===== src/rtl/kseq_pkg.sv =====
package kseq_pkg;
    localparam int ARR_ROWS = 64;
    localparam int ARR_COLS = 128;
    localparam int ROW_W    = $clog2(ARR_ROWS);
    localparam int COL_W    = $clog2(ARR_COLS);
    localparam int CHAL_W   = $clog2(ARR_ROWS + 1);

    typedef enum logic [1:0] {
        CMD_FORM  = 2'd0,
        CMD_SET   = 2'd1,
        CMD_RESET = 2'd2,
        CMD_READ  = 2'd3
    } cell_op_e;

    typedef enum logic [2:0] {
        ST_IDLE,
        ST_EFORM,
        ST_ERST,
        ST_IRST,
        ST_IREAD,
        ST_ISET,
        ST_DONE
    } seq_st_e;

    function automatic cell_op_e st_to_op(seq_st_e s);
        case (s)
            ST_EFORM: return CMD_FORM;
            ST_ERST:  return CMD_RESET;
            ST_IRST:  return CMD_RESET;
            ST_IREAD: return CMD_READ;
            ST_ISET:  return CMD_SET;
            default:  return CMD_READ;
        endcase
    endfunction

    function automatic logic st_issues(seq_st_e s);
        return (s == ST_EFORM) || (s == ST_ERST) || (s == ST_IRST) ||
               (s == ST_IREAD) || (s == ST_ISET);
    endfunction
endpackage


===== src/rtl/kseq_chal_dec.sv =====
module kseq_chal_dec #(
    parameter int ROWS   = 64,
    parameter int CHAL_W = 7,
    localparam int ROW_W = $clog2(ROWS)
) (
    input  logic [CHAL_W-1:0] chal,
    output logic              ok,
    output logic [ROW_W-1:0]  row
);
    always_comb begin
        ok  = (chal != '0) && (chal <= CHAL_W'(ROWS));
        row = ROW_W'(chal - CHAL_W'(1));
    end
endmodule


===== src/rtl/kseq_sweep.sv =====
module kseq_sweep #(
    parameter int ROWS   = 64,
    parameter int COLS   = 128,
    localparam int ROW_W = $clog2(ROWS),
    localparam int COL_W = $clog2(COLS)
) (
    input  logic             clk,
    input  logic             rst,
    input  logic             load,
    input  logic [ROW_W-1:0] load_row,
    input  logic             whole,
    input  logic             step,
    output logic [ROW_W-1:0] row,
    output logic [COL_W-1:0] col,
    output logic             last
);
    localparam logic [COL_W-1:0] COL_MAX = COL_W'(COLS - 1);
    localparam logic [ROW_W-1:0] ROW_MAX = ROW_W'(ROWS - 1);

    always_ff @(posedge clk) begin
        if (rst) begin
            row <= '0;
            col <= '0;
        end else if (load) begin
            row <= load_row;
            col <= '0;
        end else if (step) begin
            if (col == COL_MAX) begin
                col <= '0;
                if (whole) row <= row + ROW_W'(1);
            end else begin
                col <= col + COL_W'(1);
            end
        end
    end

    assign last = (col == COL_MAX) && (!whole || row == ROW_MAX);


    row_hold_chk: assert property (@(posedge clk) disable iff (rst)
        (!load && !whole) |=> $stable(row));
endmodule


===== src/rtl/kseq_capture.sv =====
module kseq_capture #(
    parameter int COLS   = 128,
    localparam int COL_W = $clog2(COLS)
) (
    input  logic             clk,
    input  logic             rst,
    input  logic             we,
    input  logic [COL_W-1:0] idx,
    input  logic             bit_in,
    output logic [COLS-1:0]  data
);
    always_ff @(posedge clk) begin
        if (rst) data <= '0;
        else if (we) data[idx] <= bit_in;
    end
endmodule


===== src/rtl/kseq_ctrl.sv =====
module kseq_ctrl
    import kseq_pkg::*;
#(
    parameter int ROWS    = ARR_ROWS,
    parameter int COLS    = ARR_COLS,
    parameter int CHAL_BW = CHAL_W,
    localparam int RW     = $clog2(ROWS),
    localparam int CW     = $clog2(COLS)
) (
    input  logic               clk,
    input  logic               rst,
    input  logic               req_valid,
    input  logic               req_enroll,
    input  logic [CHAL_BW-1:0] req_chal,
    output logic               busy,
    output logic               req_err,
    output logic               cell_cmd_valid,
    output logic [1:0]         cell_cmd,
    output logic [RW-1:0]      cell_row,
    output logic [CW-1:0]      cell_col,
    input  logic               cell_done,
    input  logic               cell_bit,
    output logic               resp_valid,
    output logic [COLS-1:0]    resp_key
);
    seq_st_e       st, st_nx;
    logic [RW-1:0] tgt_row, dec_row, load_row;
    logic          chal_ok, start, accept, last, sw_load, sw_step, in_enroll;

    kseq_chal_dec #(.ROWS(ROWS), .CHAL_W(CHAL_BW)) dec_i (
        .chal(req_chal), .ok(chal_ok), .row(dec_row));

    assign start     = req_valid && (st == ST_IDLE);
    assign accept    = cell_cmd_valid && cell_done;
    assign in_enroll = (st == ST_EFORM) || (st == ST_ERST);

    always_comb begin
        st_nx   = st;
        sw_load = 1'b0;
        case (st)
            ST_IDLE: if (start) begin
                if (req_enroll) begin
                    st_nx = ST_EFORM; sw_load = 1'b1;
                end else if (chal_ok) begin
                    st_nx = ST_IRST; sw_load = 1'b1;
                end
            end
            ST_EFORM: if (accept && last) begin st_nx = ST_ERST;  sw_load = 1'b1; end
            ST_ERST:  if (accept && last) st_nx = ST_IDLE;
            ST_IRST:  if (accept && last) begin st_nx = ST_IREAD; sw_load = 1'b1; end
            ST_IREAD: if (accept && last) begin st_nx = ST_ISET;  sw_load = 1'b1; end
            ST_ISET:  if (accept && last) st_nx = ST_DONE;
            default:  st_nx = ST_IDLE;
        endcase
        if (st == ST_IDLE) load_row = req_enroll ? '0 : dec_row;
        else               load_row = in_enroll ? '0 : tgt_row;
    end

    assign sw_step = accept && !last;

    always_ff @(posedge clk) begin
        if (rst) begin
            st      <= ST_IDLE;
            tgt_row <= '0;
            req_err <= 1'b0;
        end else begin
            st      <= st_nx;
            req_err <= start && !req_enroll && !chal_ok;
            if (start) tgt_row <= dec_row;
        end
    end

    kseq_sweep #(.ROWS(ROWS), .COLS(COLS)) sweep_i (
        .clk(clk), .rst(rst), .load(sw_load), .load_row(load_row),
        .whole(in_enroll), .step(sw_step),
        .row(cell_row), .col(cell_col), .last(last));

    kseq_capture #(.COLS(COLS)) cap_i (
        .clk(clk), .rst(rst), .we(accept && st == ST_IREAD),
        .idx(cell_col), .bit_in(cell_bit), .data(resp_key));

    assign busy           = (st != ST_IDLE);
    assign cell_cmd_valid = st_issues(st);
    assign cell_cmd       = st_to_op(st);
    assign resp_valid     = (st == ST_DONE);


    hold_stable_chk: assert property (@(posedge clk) disable iff (rst)
        (cell_cmd_valid && !cell_done) |=> (cell_cmd_valid && $stable(cell_cmd)
            && $stable(cell_row) && $stable(cell_col)));

    col_step_chk: assert property (@(posedge clk) disable iff (rst)
        (cell_cmd_valid && cell_done && cell_col != CW'(COLS - 1))
            |=> (cell_col == $past(cell_col) + CW'(1)));

    set_tail_chk: assert property (@(posedge clk) disable iff (rst)
        (cell_cmd_valid && cell_cmd == CMD_SET) |=> (!cell_cmd_valid || cell_cmd == CMD_SET));

    read_order_chk: assert property (@(posedge clk) disable iff (rst)
        (cell_cmd_valid && cell_cmd == CMD_READ)
            |=> (!cell_cmd_valid || cell_cmd == CMD_READ || cell_cmd == CMD_SET));

    resp_busy_chk: assert property (@(posedge clk) disable iff (rst)
        resp_valid |-> busy);

    resp_release_chk: assert property (@(posedge clk) disable iff (rst)
        resp_valid |=> (!busy && !resp_valid));

    err_quiet_chk: assert property (@(posedge clk) disable iff (rst)
        req_err |-> (!cell_cmd_valid && !busy));

    err_pulse_chk: assert property (@(posedge clk) disable iff (rst)
        req_err |=> !req_err);
endmodule


===== config.mk =====
export PLATFORM = sky130hd
export DESIGN_NAME = kseq_ctrl
export DESIGN_NICKNAME = d
export VERILOG_FILES = /design/src/rtl/kseq_pkg.sv /design/src/rtl/kseq_chal_dec.sv /design/src/rtl/kseq_sweep.sv /design/src/rtl/kseq_capture.sv /design/src/rtl/kseq_ctrl.sv
export SDC_FILE = /design/constraint.sdc
export NUM_CORES = 1
export LEC_CHECK = 0
export BUFFER_PORTS_ARGS = -buffer_cell sky130_fd_sc_hd__buf_4
export CAP_MARGIN = 30
export CORE_MARGIN = 2
export CORE_UTILIZATION = 45
export DETAILED_ROUTE_END_ITERATION = 16
export PLACE_DENSITY = 0.77
export SETUP_SLACK_MARGIN = 0.05
export SKIP_LAST_GASP = 1
export SLEW_MARGIN = 20
export SYNTH_ARGS = -nofsm -noshare
export SYNTH_HDL_FRONTEND = slang
export SYNTH_SLANG_ARGS = --single-unit

===== constraint.sdc =====
create_clock -name clk -period 2.7 [get_ports clk]
set_input_delay 0.54 -clock clk [delete_from_list [all_inputs] [get_ports clk]]
set_output_delay 0.54 -clock clk [all_outputs]
set_load 0.005 [all_outputs]

==> impl_metrics.env <==
export IMPL_crit_path_end_kind="flip-flop"
export IMPL_async_reset_ff_share_pct=0
export IMPL_gp_congestion=0.836
export IMPL_synth_edf_count=0
export IMPL_clock_skew_ns=0.0116
export IMPL_holdBufCountCts=0
export IMPL_final_max_slew_viol_count=0
export IMPL_cts_made_buffers=17
export IMPL_crit_slowest_cell="nor4_2"
export IMPL_grt_overflow_total=0
export IMPL_grtUsageTotal_pct=26.0
export IMPL_port_buffers=159
export IMPL_dp_hpwl_um=13500
export IMPL_synth_area_leader_cell="dfxtp_1"
export IMPL_start_util_pct=45.5
export IMPL_postCtsResizedCells=0
export IMPL_fin_setup_tns_ns=0
export IMPL_power_frac_seq_pct=45.9
export IMPL_path_class="reg2reg"
export IMPL_cpPeakStageDelay_ns=0.66
export IMPL_relSlewSlack_pct=43.9
export IMPL_cts_buffer_depth=2
export IMPL_netlist_instances=836
export IMPL_grt_first_pass_wirelength_um=32200
export IMPL_power_mw=4.98
export IMPL_fmax_mhz=428
export IMPL_cts_setup_buffers=0
export IMPL_grt_start_max_net_pins=129
export IMPL_cp_arrival_ns=2.69
export IMPL_clkLatencyLatePin_ns=0.43
export IMPL_p_sw_share_pct=22.8
export IMPL_dieArea_um2=15500
export IMPL_syn_to_final_growth_pct=29.8
export IMPL_drt_iter0_markers=780
export IMPL_n_antenna_cell=0
export IMPL_power_frac_clock_pct=47.8
export IMPL_cellPowerDensity_nw_per_um2=587
export IMPL_die_w_um=125
export IMPL_viasPerCell=5.82
export IMPL_cts_clk_slew_worst_paths_ns=0.06
export IMPL_clockRootBuffer="clkbuf_16"
export IMPL_internal_power_mw=3.85
export IMPL_period_minus_slack_ns=2.33
export IMPL_timing_hold_worst_class="in2reg"
export IMPL_cp_cell_sequence="nand4bb_1 > buf_4 > nor4_2 > nand3_1 > a21oi_1"
export IMPL_crit_family="simple AND/OR/NAND/NOR gates"
export IMPL_utilization_pct=59.1
export IMPL_cts_tree="yes"
export IMPL_routed_wl_um=20800
export IMPL_post_route_period_util_pct=86.5
export IMPL_comb_power_share_pct=6.3
export IMPL_cts_sinks=151
export IMPL_stdcell_count=1162
export IMPL_dieHeight_um=125
export IMPL_dp_cells=1130
export IMPL_grt_pass1_vias=5929
export IMPL_vias=6761
export IMPL_ios=160
export IMPL_rsz0062_at_grt="no"
export IMPL_synth_warning_count=0
export IMPL_final_layout_size_suffix_gt1_share_pct=23.3
export IMPL_yosys_top_cells_area="dfxtp_1, nand3_1, a21oi_1"
export IMPL_hold_viol=0
export IMPL_routedWlPerCell_um=17.9
export IMPL_setup_viol=0
export IMPL_drcViolationCount=0
export IMPL_ant_nets=0
export IMPL_postSynthAreaPerCell_um2=7.83
export IMPL_synth_main_ff_cell="dfxtp_1"
export IMPL_cap_violations=0
export IMPL_first_pass_iters=5
export IMPL_std_cell_rows=44
export IMPL_seq_area_frac_synth_pct=46.2
export IMPL_outcome="complete, no violations"
export IMPL_netlist_area_leader_share_pct=46.2
export IMPL_ys_ff_latch=151
export IMPL_fin_nets=982
export IMPL_synth_cell_type_count=50
export IMPL_p_leak_nw=3.18
export IMPL_worstSetupStartpointType="flip-flop"
export IMPL_synth_area_um2=6540
export IMPL_ir_drop_mv=0.378
export IMPL_tightest_slew_ns=0.834
export IMPL_design_core_area_um2=14400
export IMPL_power_net_switching_mw=1.14
export IMPL_cp_max_fo=12
export IMPL_h_tree_depth=4
export IMPL_path_buf_inv=1
export IMPL_critPathRequiredTime_ns=3.06
export IMPL_antenna_found_initial=0
export IMPL_syn_nets=853
[path summary, 6_finish.rpt]
check / from / slack [ns] / to / depth (start not counted)
worst max-delay path: st[1]$_SDFFE_PP0P_ / 0.37 / cap_i.data[103]$_SDFFE_PP0P_ / 5
worst min-delay path: req_chal[0] / 0.33 / tgt_row[0]$_SDFFE_PP0N_ / 2
worst max register to register: st[1]$_SDFFE_PP0P_ / 0.37 / cap_i.data[103]$_SDFFE_PP0P_ / 5
worst min register to register: cap_i.data[83]$_SDFFE_PP0P_ / 0.45 / cap_i.data[83]$_SDFFE_PP0P_ / 2
[sequential cells by signal (all words and copies together) (netlist names)]
name	count
cap_i.data	128
tgt_row	6
req_err	1
st	3
sweep_i.row	6
sweep_i.col	7
[cell families after synthesis]
family	Yosys count	share of synthesized area, %
simple gates	319	24.1
flops	151	46.2
xor+xnor	9	1.20
compound gates	261	21.4
buf+inv	84	5.07
mux	8	1.22
fa+ha+maj	4	0.765
[cells in the final DEF, fill, tap and decap left out, types with 2 or more instances in the layout]
| master | synthesis | layout |
|---|---|---|
| nor4_2 | 5 | 5 |
| nor3_1 | 17 | 16 |
| nand2_1 | 80 | 80 |
| a211oi_1 | 13 | 13 |
| nand4_1 | 2 | 2 |
| clkbuf_16 | 0 | 17 |
| and3_1 | 2 | 2 |
| and3b_1 | 2 | 2 |
| nand3b_1 | 5 | 5 |
| o31ai_1 | 4 | 4 |
| bufinv_16 | 0 | 2 |
| nor2_1 | 42 | 42 |
| or3_1 | 5 | 5 |
| or2_2 | 2 | 2 |
| clkinv_2 | 0 | 5 |
| a21oi_1 | 127 | 127 |
| buf_12 | 0 | 2 |
| inv_1 | 9 | 9 |
| buf_4 | 0 | 182 |
| and2_0 | 3 | 3 |
| clkbuf_1 | 69 | 2 |
| ha_1 | 4 | 4 |
| nor4b_1 | 2 | 2 |
| nor3_2 | 1 | 2 |
| dfxtp_1 | 151 | 151 |
| mux2i_1 | 8 | 8 |
| a221oi_1 | 6 | 6 |
| nand2b_1 | 5 | 5 |
| o21ai_0 | 103 | 103 |
| nor3b_1 | 3 | 2 |
| nand3_1 | 133 | 133 |
| clkbuf_8 | 0 | 5 |
| xnor2_1 | 8 | 8 |
[cell type report]
class | instances | area, um^2
clock buffers | 24 | 502
clock inverters | 8 | 93.8
fillers | 1331 | 5880
inverters | 10 | 37.5
multi-input cells | 601 | 3200
flip-flops and latches | 151 | 3020
well taps | 184 | 230
repair buffers | 184 | 1410
[metal layers]
| layer | vias up | global-route usage [%] | share of wire [%] |
|---|---|---|---|
| met5 | - | 0 | 0 |
| met4 | 0 | 9.25 | 2.4 |
| met3 | 33 | 7.65 | 7.6 |
| met2 | 268 | 40.6 | 47 |
| met1 | 3228 | 34.3 | 43 |
| li1 | 3232 | - | - |
[worst register-to-register path, cell delays in order, from the launching register on]
cell and delay (ns):
dfxtp_1 0.42, nand4bb_1 0.51, buf_4 0.32, nor4_2 0.66, nand3_1 0.20, a21oi_1 0.16
[synthesized netlist by cell type, drive strengths merged (2+ instances only)]
cell    number
nand2b       5
or2          2
and3         2
or3b         2
a221oi       6
nand4        2
mux2i        8
nor4         6
and2         5
or4          2
clkbuf      69
nor3        18
a21oi      127
dfxtp      151
nand3b       5
and3b        2
buf          5
nor4b        2
nand2       80
o21ai      103
nor3b        3
nor2        42
xnor2        8
or3          6
nand3      133
inv          9
o31ai        4
a211oi      13
ha           4
[through the flow]
stage                     setup WS, ns  hold WS [ns]  instance area, um^2
after global placement           0.273         0.444                 7900
after floorplan                  0.445         0.453                 6540
after CTS                        0.371         0.321                 8490
after detailed placement         0.209         0.447                 7900
after global routing            0.0884         0.345                 8490
final                            0.366         0.331                 8490
[power by group through the flow]
stage	registers, mW	clock network (mW)	logic [mW]
global placement	2.33	0	0.307
CTS	2.29	2.40	0.312
floorplan	2.32	0	0.209
finish	2.29	2.38	0.314
global route	2.29	2.51	0.345
detailed placement	2.33	0	0.311
Note: power is estimated with default switching activity, not from simulation.
